### config.mk
export PLATFORM = sky130hd
export DESIGN_NAME = tx_gain_index_calc
export DESIGN_NICKNAME = d
export VERILOG_FILES = /design/src/rtl/tx_gain_pkg.sv /design/src/rtl/tx_gain_limit.sv /design/src/rtl/tx_gain_temp_step.sv /design/src/rtl/tx_gain_volt_step.sv /design/src/rtl/tx_gain_group.sv /design/src/rtl/tx_gain_index_calc.sv
export SDC_FILE = /design/constraint.sdc
export NUM_CORES = 1
export LEC_CHECK = 0
export CAP_MARGIN = 15
export CORE_AREA = 2 2 146 162
export CTS_CLUSTER_SIZE = 25
export DETAILED_ROUTE_END_ITERATION = 16
export DIE_AREA = 0 0 148 164
export PLACE_DENSITY = 0.81
export SYNTH_ARGS = -nofsm -noshare
export SYNTH_HDL_FRONTEND = slang
export SYNTH_SLANG_ARGS = --single-unit
### constraint.sdc
create_clock -name clk -period 17.6 [get_ports clk]
set_input_delay 3.52 -clock clk [delete_from_list [all_inputs] [get_ports clk]]
set_output_delay 3.52 -clock clk [all_outputs]
set_load 0.03 [all_outputs]
### src/rtl/tx_gain_pkg.sv
package tx_gain_pkg;
    typedef enum logic [2:0] {
        ST_IDLE, ST_LIMIT, ST_POWER, ST_TEMP, ST_VOLT, ST_BAL, ST_CCK, ST_CLAMP
    } stage_e;

    localparam logic [2:0] RATE_OFDM_LO = 3'd0;
    localparam logic [2:0] RATE_OFDM_48 = 3'd1;
    localparam logic [2:0] RATE_OFDM_54 = 3'd2;
    localparam logic [2:0] RATE_OFDM_60 = 3'd3;
    localparam logic [2:0] RATE_CCK     = 3'd4;

    localparam logic [1:0] REV_B = 2'd1;
    localparam logic [1:0] REV_C = 2'd2;
endpackage

### src/rtl/tx_gain_limit.sv
module tx_gain_limit
    import tx_gain_pkg::*;
#(
    parameter int VW        = 8,
    parameter int AW        = 12,
    parameter int MIMO_CUT  = 6,
    parameter int BO_LO     = 10,
    parameter int BO_48     = 15,
    parameter int BO_54     = 17,
    parameter int BO_60     = 20,
    parameter int BO_CCK    = 10
) (
    input  logic [VW-1:0]        target_i,
    input  logic [VW-1:0]        reg_i,
    input  logic [VW-1:0]        sat_i,
    input  logic [2:0]           rate_i,
    input  logic                 mimo_i,
    output logic signed [AW-1:0] tgt_o
);
    logic signed [AW-1:0] backoff, reg_cap, sat_cap, want;

    always_comb begin
        case (rate_i)
            RATE_OFDM_48: backoff = AW'(BO_48);
            RATE_OFDM_54: backoff = AW'(BO_54);
            RATE_OFDM_60: backoff = AW'(BO_60);
            RATE_CCK:     backoff = AW'(BO_CCK);
            default:      backoff = AW'(BO_LO);
        endcase
        want    = AW'(target_i);
        reg_cap = AW'(reg_i) - (mimo_i ? AW'(MIMO_CUT) : '0);
        sat_cap = AW'(sat_i) - backoff;
        tgt_o   = want;
        if (reg_cap < tgt_o) tgt_o = reg_cap;
        if (sat_cap < tgt_o) tgt_o = sat_cap;
    end
endmodule

### src/rtl/tx_gain_temp_step.sv
module tx_gain_temp_step #(
    parameter int VW       = 8,
    parameter int AW       = 12,
    parameter int CH_SPLIT = 44
) (
    input  logic                 band5g_i,
    input  logic [VW-1:0]        chan_i,
    input  logic signed [VW-1:0] cur_i,
    input  logic signed [VW-1:0] fac_i,
    output logic signed [AW-1:0] step_o
);
    localparam logic signed [AW-1:0] K4 = 4;
    localparam logic signed [AW-1:0] K7 = 7;
    localparam logic signed [AW-1:0] K9 = 9;

    logic signed [AW-1:0] diff, dbl;

    always_comb begin
        diff = AW'(cur_i) - AW'(fac_i);
        dbl  = diff <<< 1;
        if (!band5g_i)                    step_o = dbl / K7;
        else if (chan_i < VW'(CH_SPLIT))  step_o = dbl / K9;
        else                              step_o = diff / K4;
    end
endmodule

### src/rtl/tx_gain_volt_step.sv
module tx_gain_volt_step #(
    parameter int VW = 8,
    parameter int AW = 12
) (
    input  logic signed [VW-1:0] cur_i,
    input  logic signed [VW-1:0] fac_i,
    output logic signed [AW-1:0] step_o
);
    localparam logic signed [AW-1:0] K2 = 2;
    localparam logic signed [AW-1:0] K7 = 7;

    logic signed [AW-1:0] diff, raw;

    always_comb begin
        diff = AW'(fac_i) - AW'(cur_i);
        raw  = (diff >= 0) ? diff / K7 : (diff <<< 1) / K7;
        step_o = (raw > K2 || raw < -K2) ? '0 : raw;
    end
endmodule

### src/rtl/tx_gain_group.sv
module tx_gain_group #(
    parameter int VW      = 8,
    parameter int NGRP    = 5,
    parameter int G0_LAST = 43,
    parameter int G1_LAST = 70,
    parameter int G2_LAST = 124,
    localparam int GW     = $clog2(NGRP)
) (
    input  logic          band5g_i,
    input  logic [VW-1:0] chan_i,
    output logic [GW-1:0] grp_o
);
    always_comb begin
        if (!band5g_i)                  grp_o = GW'(NGRP - 1);
        else if (chan_i <= VW'(G0_LAST)) grp_o = GW'(0);
        else if (chan_i <= VW'(G1_LAST)) grp_o = GW'(1);
        else if (chan_i <= VW'(G2_LAST)) grp_o = GW'(2);
        else                             grp_o = GW'(3);
    end
endmodule

### src/rtl/tx_gain_index_calc.sv
module tx_gain_index_calc
    import tx_gain_pkg::*;
#(
    parameter int VW         = 8,
    parameter int AW         = 12,
    parameter int NGRP       = 5,
    parameter int IDX_MAX    = 98,
    parameter int IDX_MIN_2G = 0,
    parameter int IDX_MIN_5G = -9,
    parameter int MIMO_CUT   = 6,
    parameter int CCK_BO_B   = 9,
    parameter int CCK_BO_C   = 5
) (
    input  logic                 clk,
    input  logic                 rst_n,
    input  logic                 start_i,
    input  logic [VW-1:0]        target_i,
    input  logic [VW-1:0]        reg_limit_i,
    input  logic [VW-1:0]        sat_limit_i,
    input  logic [2:0]           rate_i,
    input  logic                 mimo_i,
    input  logic                 band5g_i,
    input  logic [VW-1:0]        chan_i,
    input  logic signed [VW-1:0] fac_index_i,
    input  logic [VW-1:0]        fac_power_i,
    input  logic signed [VW-1:0] fac_temp_i,
    input  logic signed [VW-1:0] cur_temp_i,
    input  logic signed [VW-1:0] fac_volt_i,
    input  logic signed [VW-1:0] cur_volt_i,
    input  logic [NGRP*VW-1:0]   atten_i,
    input  logic [1:0]           hw_rev_i,
    output logic                 busy_o,
    output logic                 done_o,
    output logic signed [VW-1:0] index_o
);
    localparam int GW = $clog2(NGRP);
    localparam logic signed [AW-1:0] MAX_A   = AW'(IDX_MAX);
    localparam logic signed [AW-1:0] MIN2G_A = AW'(IDX_MIN_2G);
    localparam logic signed [AW-1:0] MIN5G_A = AW'(IDX_MIN_5G);

    typedef struct packed {
        logic                 band5g;
        logic                 mimo;
        logic [2:0]           rate;
        logic [1:0]           rev;
        logic [VW-1:0]        chan;
        logic [VW-1:0]        target;
        logic [VW-1:0]        regl;
        logic [VW-1:0]        sat;
        logic [VW-1:0]        fpow;
        logic signed [VW-1:0] fidx;
        logic signed [VW-1:0] ftemp;
        logic signed [VW-1:0] ctemp;
        logic signed [VW-1:0] fvolt;
        logic signed [VW-1:0] cvolt;
        logic [NGRP*VW-1:0]   atten;
    } opnd_t;

    typedef struct packed {
        stage_e               st;
        opnd_t                op;
        logic signed [AW-1:0] tgt;
        logic signed [AW-1:0] idx;
        logic                 done;
    } regs_t;

    regs_t r_d, r_q;

    logic signed [AW-1:0] lim_tgt, temp_step, volt_step, bal_add, low_bound;
    logic [GW-1:0]        grp;

    tx_gain_limit #(.VW(VW), .AW(AW), .MIMO_CUT(MIMO_CUT)) i_limit (
        .target_i (r_q.op.target),
        .reg_i    (r_q.op.regl),
        .sat_i    (r_q.op.sat),
        .rate_i   (r_q.op.rate),
        .mimo_i   (r_q.op.mimo),
        .tgt_o    (lim_tgt)
    );

    tx_gain_temp_step #(.VW(VW), .AW(AW)) i_temp (
        .band5g_i (r_q.op.band5g),
        .chan_i   (r_q.op.chan),
        .cur_i    (r_q.op.ctemp),
        .fac_i    (r_q.op.ftemp),
        .step_o   (temp_step)
    );

    tx_gain_volt_step #(.VW(VW), .AW(AW)) i_volt (
        .cur_i  (r_q.op.cvolt),
        .fac_i  (r_q.op.fvolt),
        .step_o (volt_step)
    );

    tx_gain_group #(.VW(VW), .NGRP(NGRP)) i_group (
        .band5g_i (r_q.op.band5g),
        .chan_i   (r_q.op.chan),
        .grp_o    (grp)
    );

    always_comb begin
        bal_add   = AW'($signed(r_q.op.atten[int'(grp)*VW +: VW]));
        low_bound = r_q.op.band5g ? MIN5G_A : MIN2G_A;
    end

    always_comb begin
        r_d      = r_q;
        r_d.done = 1'b0;
        case (r_q.st)
            ST_IDLE: begin
                if (start_i) begin
                    r_d.op.band5g = band5g_i;
                    r_d.op.mimo   = mimo_i;
                    r_d.op.rate   = rate_i;
                    r_d.op.rev    = hw_rev_i;
                    r_d.op.chan   = chan_i;
                    r_d.op.target = target_i;
                    r_d.op.regl   = reg_limit_i;
                    r_d.op.sat    = sat_limit_i;
                    r_d.op.fpow   = fac_power_i;
                    r_d.op.fidx   = fac_index_i;
                    r_d.op.ftemp  = fac_temp_i;
                    r_d.op.ctemp  = cur_temp_i;
                    r_d.op.fvolt  = fac_volt_i;
                    r_d.op.cvolt  = cur_volt_i;
                    r_d.op.atten  = atten_i;
                    r_d.st        = ST_LIMIT;
                end
            end
            ST_LIMIT: begin
                r_d.tgt = lim_tgt;
                r_d.st  = ST_POWER;
            end
            ST_POWER: begin
                r_d.idx = AW'(r_q.op.fidx) + AW'(r_q.op.fpow) - r_q.tgt;
                r_d.st  = ST_TEMP;
            end
            ST_TEMP: begin
                r_d.idx = r_q.idx - temp_step;
                r_d.st  = ST_VOLT;
            end
            ST_VOLT: begin
                r_d.idx = r_q.idx + volt_step;
                r_d.st  = ST_BAL;
            end
            ST_BAL: begin
                if (r_q.op.mimo) r_d.idx = r_q.idx + bal_add;
                r_d.st = ST_CCK;
            end
            ST_CCK: begin
                if (r_q.op.rate == RATE_CCK) begin
                    if (r_q.op.rev == REV_B)      r_d.idx = r_q.idx + AW'(CCK_BO_B);
                    else if (r_q.op.rev == REV_C) r_d.idx = r_q.idx + AW'(CCK_BO_C);
                end
                r_d.st = ST_CLAMP;
            end
            ST_CLAMP: begin
                if (r_q.idx > MAX_A)          r_d.idx = MAX_A;
                else if (r_q.idx < low_bound) r_d.idx = low_bound;
                r_d.done = 1'b1;
                r_d.st   = ST_IDLE;
            end
            default: r_d.st = ST_IDLE;
        endcase
    end

    always_ff @(posedge clk) begin
        if (!rst_n) begin
            r_q      <= '0;
            r_q.st   <= ST_IDLE;
        end else begin
            r_q <= r_d;
        end
    end

    assign busy_o  = (r_q.st != ST_IDLE);
    assign done_o  = r_q.done;
    assign index_o = r_q.idx[VW-1:0];

    AST_DONE_SINGLE: assert property (@(posedge clk) disable iff (!rst_n)
        done_o |=> !done_o);
    AST_DONE_AFTER_CLAMP: assert property (@(posedge clk) disable iff (!rst_n)
        (r_q.st == ST_CLAMP) |=> (done_o && !busy_o));
    AST_OPND_HELD: assert property (@(posedge clk) disable iff (!rst_n)
        busy_o |=> $stable(r_q.op));
    AST_REG_CAP: assert property (@(posedge clk) disable iff (!rst_n)
        (r_q.st == ST_POWER) |->
        (r_q.tgt <= AW'(r_q.op.regl) - (r_q.op.mimo ? AW'(MIMO_CUT) : '0)));
    AST_TEMP_SIGN: assert property (@(posedge clk) disable iff (!rst_n)
        (r_q.st == ST_TEMP && r_q.op.ctemp > r_q.op.ftemp) |-> (temp_step >= 0));
    AST_VOLT_BOUND: assert property (@(posedge clk) disable iff (!rst_n)
        (r_q.st == ST_VOLT) |-> (volt_step <= 2 && volt_step >= -2));
    AST_IDX_RANGE: assert property (@(posedge clk) disable iff (!rst_n)
        done_o |-> (r_q.idx <= MAX_A && r_q.idx >= low_bound));
endmodule

==> flow_summary.yaml <==
outcome:
  status: "complete, no violations"
floorplanning:
  core-area_um2: 22600
  io_pins: 140
  rows: 58
  initial_core_util_pct: 59.0
  die_h_um: 164
  design.die.area_um2: 24300
  fp.dieW_um: 148
worst_setup_path:
  critical_path_required_ps: 17960
  worst_ep_arrival_time_ps: 10820
  start_kind: "flop"
  crit_slowest_cell: "o21ai_1"
  crit_fanout: 22
  worstSetupEndpointType: "flop"
  cp_slowest_stage_delay_ps: 760
  crit_type: "reg -> reg"
global_routing:
  antenna_found_initial: 0
  grt_pass1_wl_um: 58700
  track_usage_pct: 29.2
  grt_max_degree: 106
  grt_pass1_vias: 12500
  grt_overflow: 0
routing:
  drc_errors: 0
  route.vias.total: 12900
  wire_per_inst_um: 16.5
  dr.first_iter.drc_count: 674
  ant_nets: 0
  vias_per_cell: 5.95
  drtPass1Iterations: 5
  drt_wl_total_um: 35800
logic_synthesis:
  synth_nets: 2017
  synthXorXnorAreaFrac_pct: 6.06
  ys_async_sr_fraction_pct: 0
  syn_area_per_cell_um2: 7.48
  ys_warn_count: 0
  synthTopCellsByArea: "dfxtp_1 23%, nand2_1 9.9%, ha_1 8.9%"
  synth_seq_area_share_pct: 23.2
  yosys.area.top_type: "dfxtp_1"
  mappedNetlistArea_um2: 13400
  syn_inst: 1785
  netlist.area_leader.share_pct: 23.2
  synth_fa_ha_area_share_pct: 10.3
  synth_top_family_by_area: "compound AO/OA/AOI/OAI gates"
  synth_edf_count: 0
  synth-seq-cells: 155
  muxShareOfSynthArea_pct: 3.05
  synth_flop_cell: "dfxtp_1"
  synth_compound_area_share_pct: 28.4
  synthSimpleGateAreaFrac_pct: 23.8
  synth.distinct_cells: 98
cells_and_area:
  drive_gt1_share_pct: 5.81
  syn2layout_area_growth_pct: 15.6
  final_cell_mix: "352 x nand2_1, 155 x dfxtp_1, 138 x clkdlybuf4s50_1"
  nNetsFinal: 2094
  diodes: 0
  layout_commonest_cell: "nand2_1"
timing:
  finClkSkew_ps: 16.7
  slew_violations: 0
  period_minus_slack_ps: 10460
  finalSetupViolations: 0
  rsz0062_at_grt: "false"
  worstMarginPinSlew_ps: 1060
  setup_tns_ps: 0
  min_period_over_period_pct: 59.4
  slew_headroom_pct: 29.4
  final_hold_viol_count: 0
  max_freq_mhz: 95.6
placement:
  routabilityCongestion: 0.930
  hpwlAfterDp_um: 27200
  portBuffers: 139
clock_tree:
  clk_path_buf_depth: 2
  clk_latency_ps: 430
  cts_inserted_buffers: 17
  path_clk_slew_ps: 70
  htreeDepth: 4
  cts_setup_buffers: 0
  cts.sinks: 155
  cts_hold_buf: 0
  cts_resized: 0
  root_buffer: "clkbuf_16"
  tritoncts: "yes"
run:
  maxCapViolCount: 0
min_path:
  hold_class: "reg -> reg"
## logic make-up (layout without fill, tap and decap cells)
kind of cell    count (synthesis)  in the layout
xor+xnor                       89             89
compound gates                534            534
simple gates                  690            690
fa+ha+maj                     107            107
mux                            39             39
flops                         155            155
buf+inv                       171            261
## critical path: cells and delay by family (launching register included)
kind	cells	cell delay (ps)
AOI/OAI and AO/OA	24	5520
xor gates and xnor gates	4	770
adders and majority gates	5	1320
buffers and inverters	3	330
DFF	1	320
and+or+nand+nor	12	2100
## routing by layer
layer | track usage (%) | wire length [um] | vias to the layer above | share of wire, %
met3 | 3.92 | 1430 | 83 | 4.0
met4 | 13.8 | 1370 | 0 | 3.8
met2 | 52.4 | 17800 | 361 | 50
met1 | 34.4 | 15300 | 5996 | 43
met5 | 0 | 0 | - | 0
li1 | - | - | 6507 | -
## cell type report
cell class                 count  area [um2]
clock inverter                15         179
multi-input combinational   1459        9590
tap                          300         375
timing repair buffer         151        1480
inverter                      78         293
sequential                   155        3100
fill                        1951        7200
clock buffer                  17         425
## cell usage after synthesis, drive strengths merged, types with 6 or more instances
library cell	n
o21a	17
xor2	21
a2111oi	6
nor2	108
nor4	13
a21boi	137
a221o	6
nand4	13
xnor2	68
nand2b	21
a21oi	100
mux2	11
o2111ai	9
a21o	27
and2	25
nand3	38
inv	78
or3	8
fa	7
o31ai	12
nor2b	32
clkbuf	74
a211oi	22
o22ai	8
nor3	35
nand2	353
dfxtp	155
mux2i	28
o211ai	20
or2	6
buf	19
o21ai	85
and3	10
a31oi	20
ha	95
nor3b	8
a211o	7
## final timing paths
path | slack [ps] | end | cells past startpoint | start
setup reg to reg | 7140 | r_q[11] | 48 | r_q[81]
hold reg to reg | 460 | r_q[34] | 2 | r_q[34]
hold / removal | 460 | r_q[34] | 2 | r_q[34]
setup / recovery | 7140 | r_q[11] | 48 | r_q[81]
## flip-flops by register name, summed over array words and instances, names as in the netlist
name and flops:
index_o 8, done_o 1, r_q 146
## stage by stage
stage | hold WS [ps] | std cells | utilization (%) | setup WS [ps] | area (um2)
detailed placement | 455 | 2143 | 65.5 | 7350 | 14800
finish | 462 | 2175 | 68.2 | 7140 | 15400
global route | 480 | 2175 | 68.2 | 6320 | 15400
global placement | 449 | 2143 | 65.5 | 7650 | 14800
CTS | 464 | 2175 | 68.2 | 7280 | 15400
floorplan | 437 | 1785 | - | 8520 | 13400
Power is left out: the tool's default activity adds up to more than one toggle a clock period on the data nets, which glitch-free logic cannot reach.
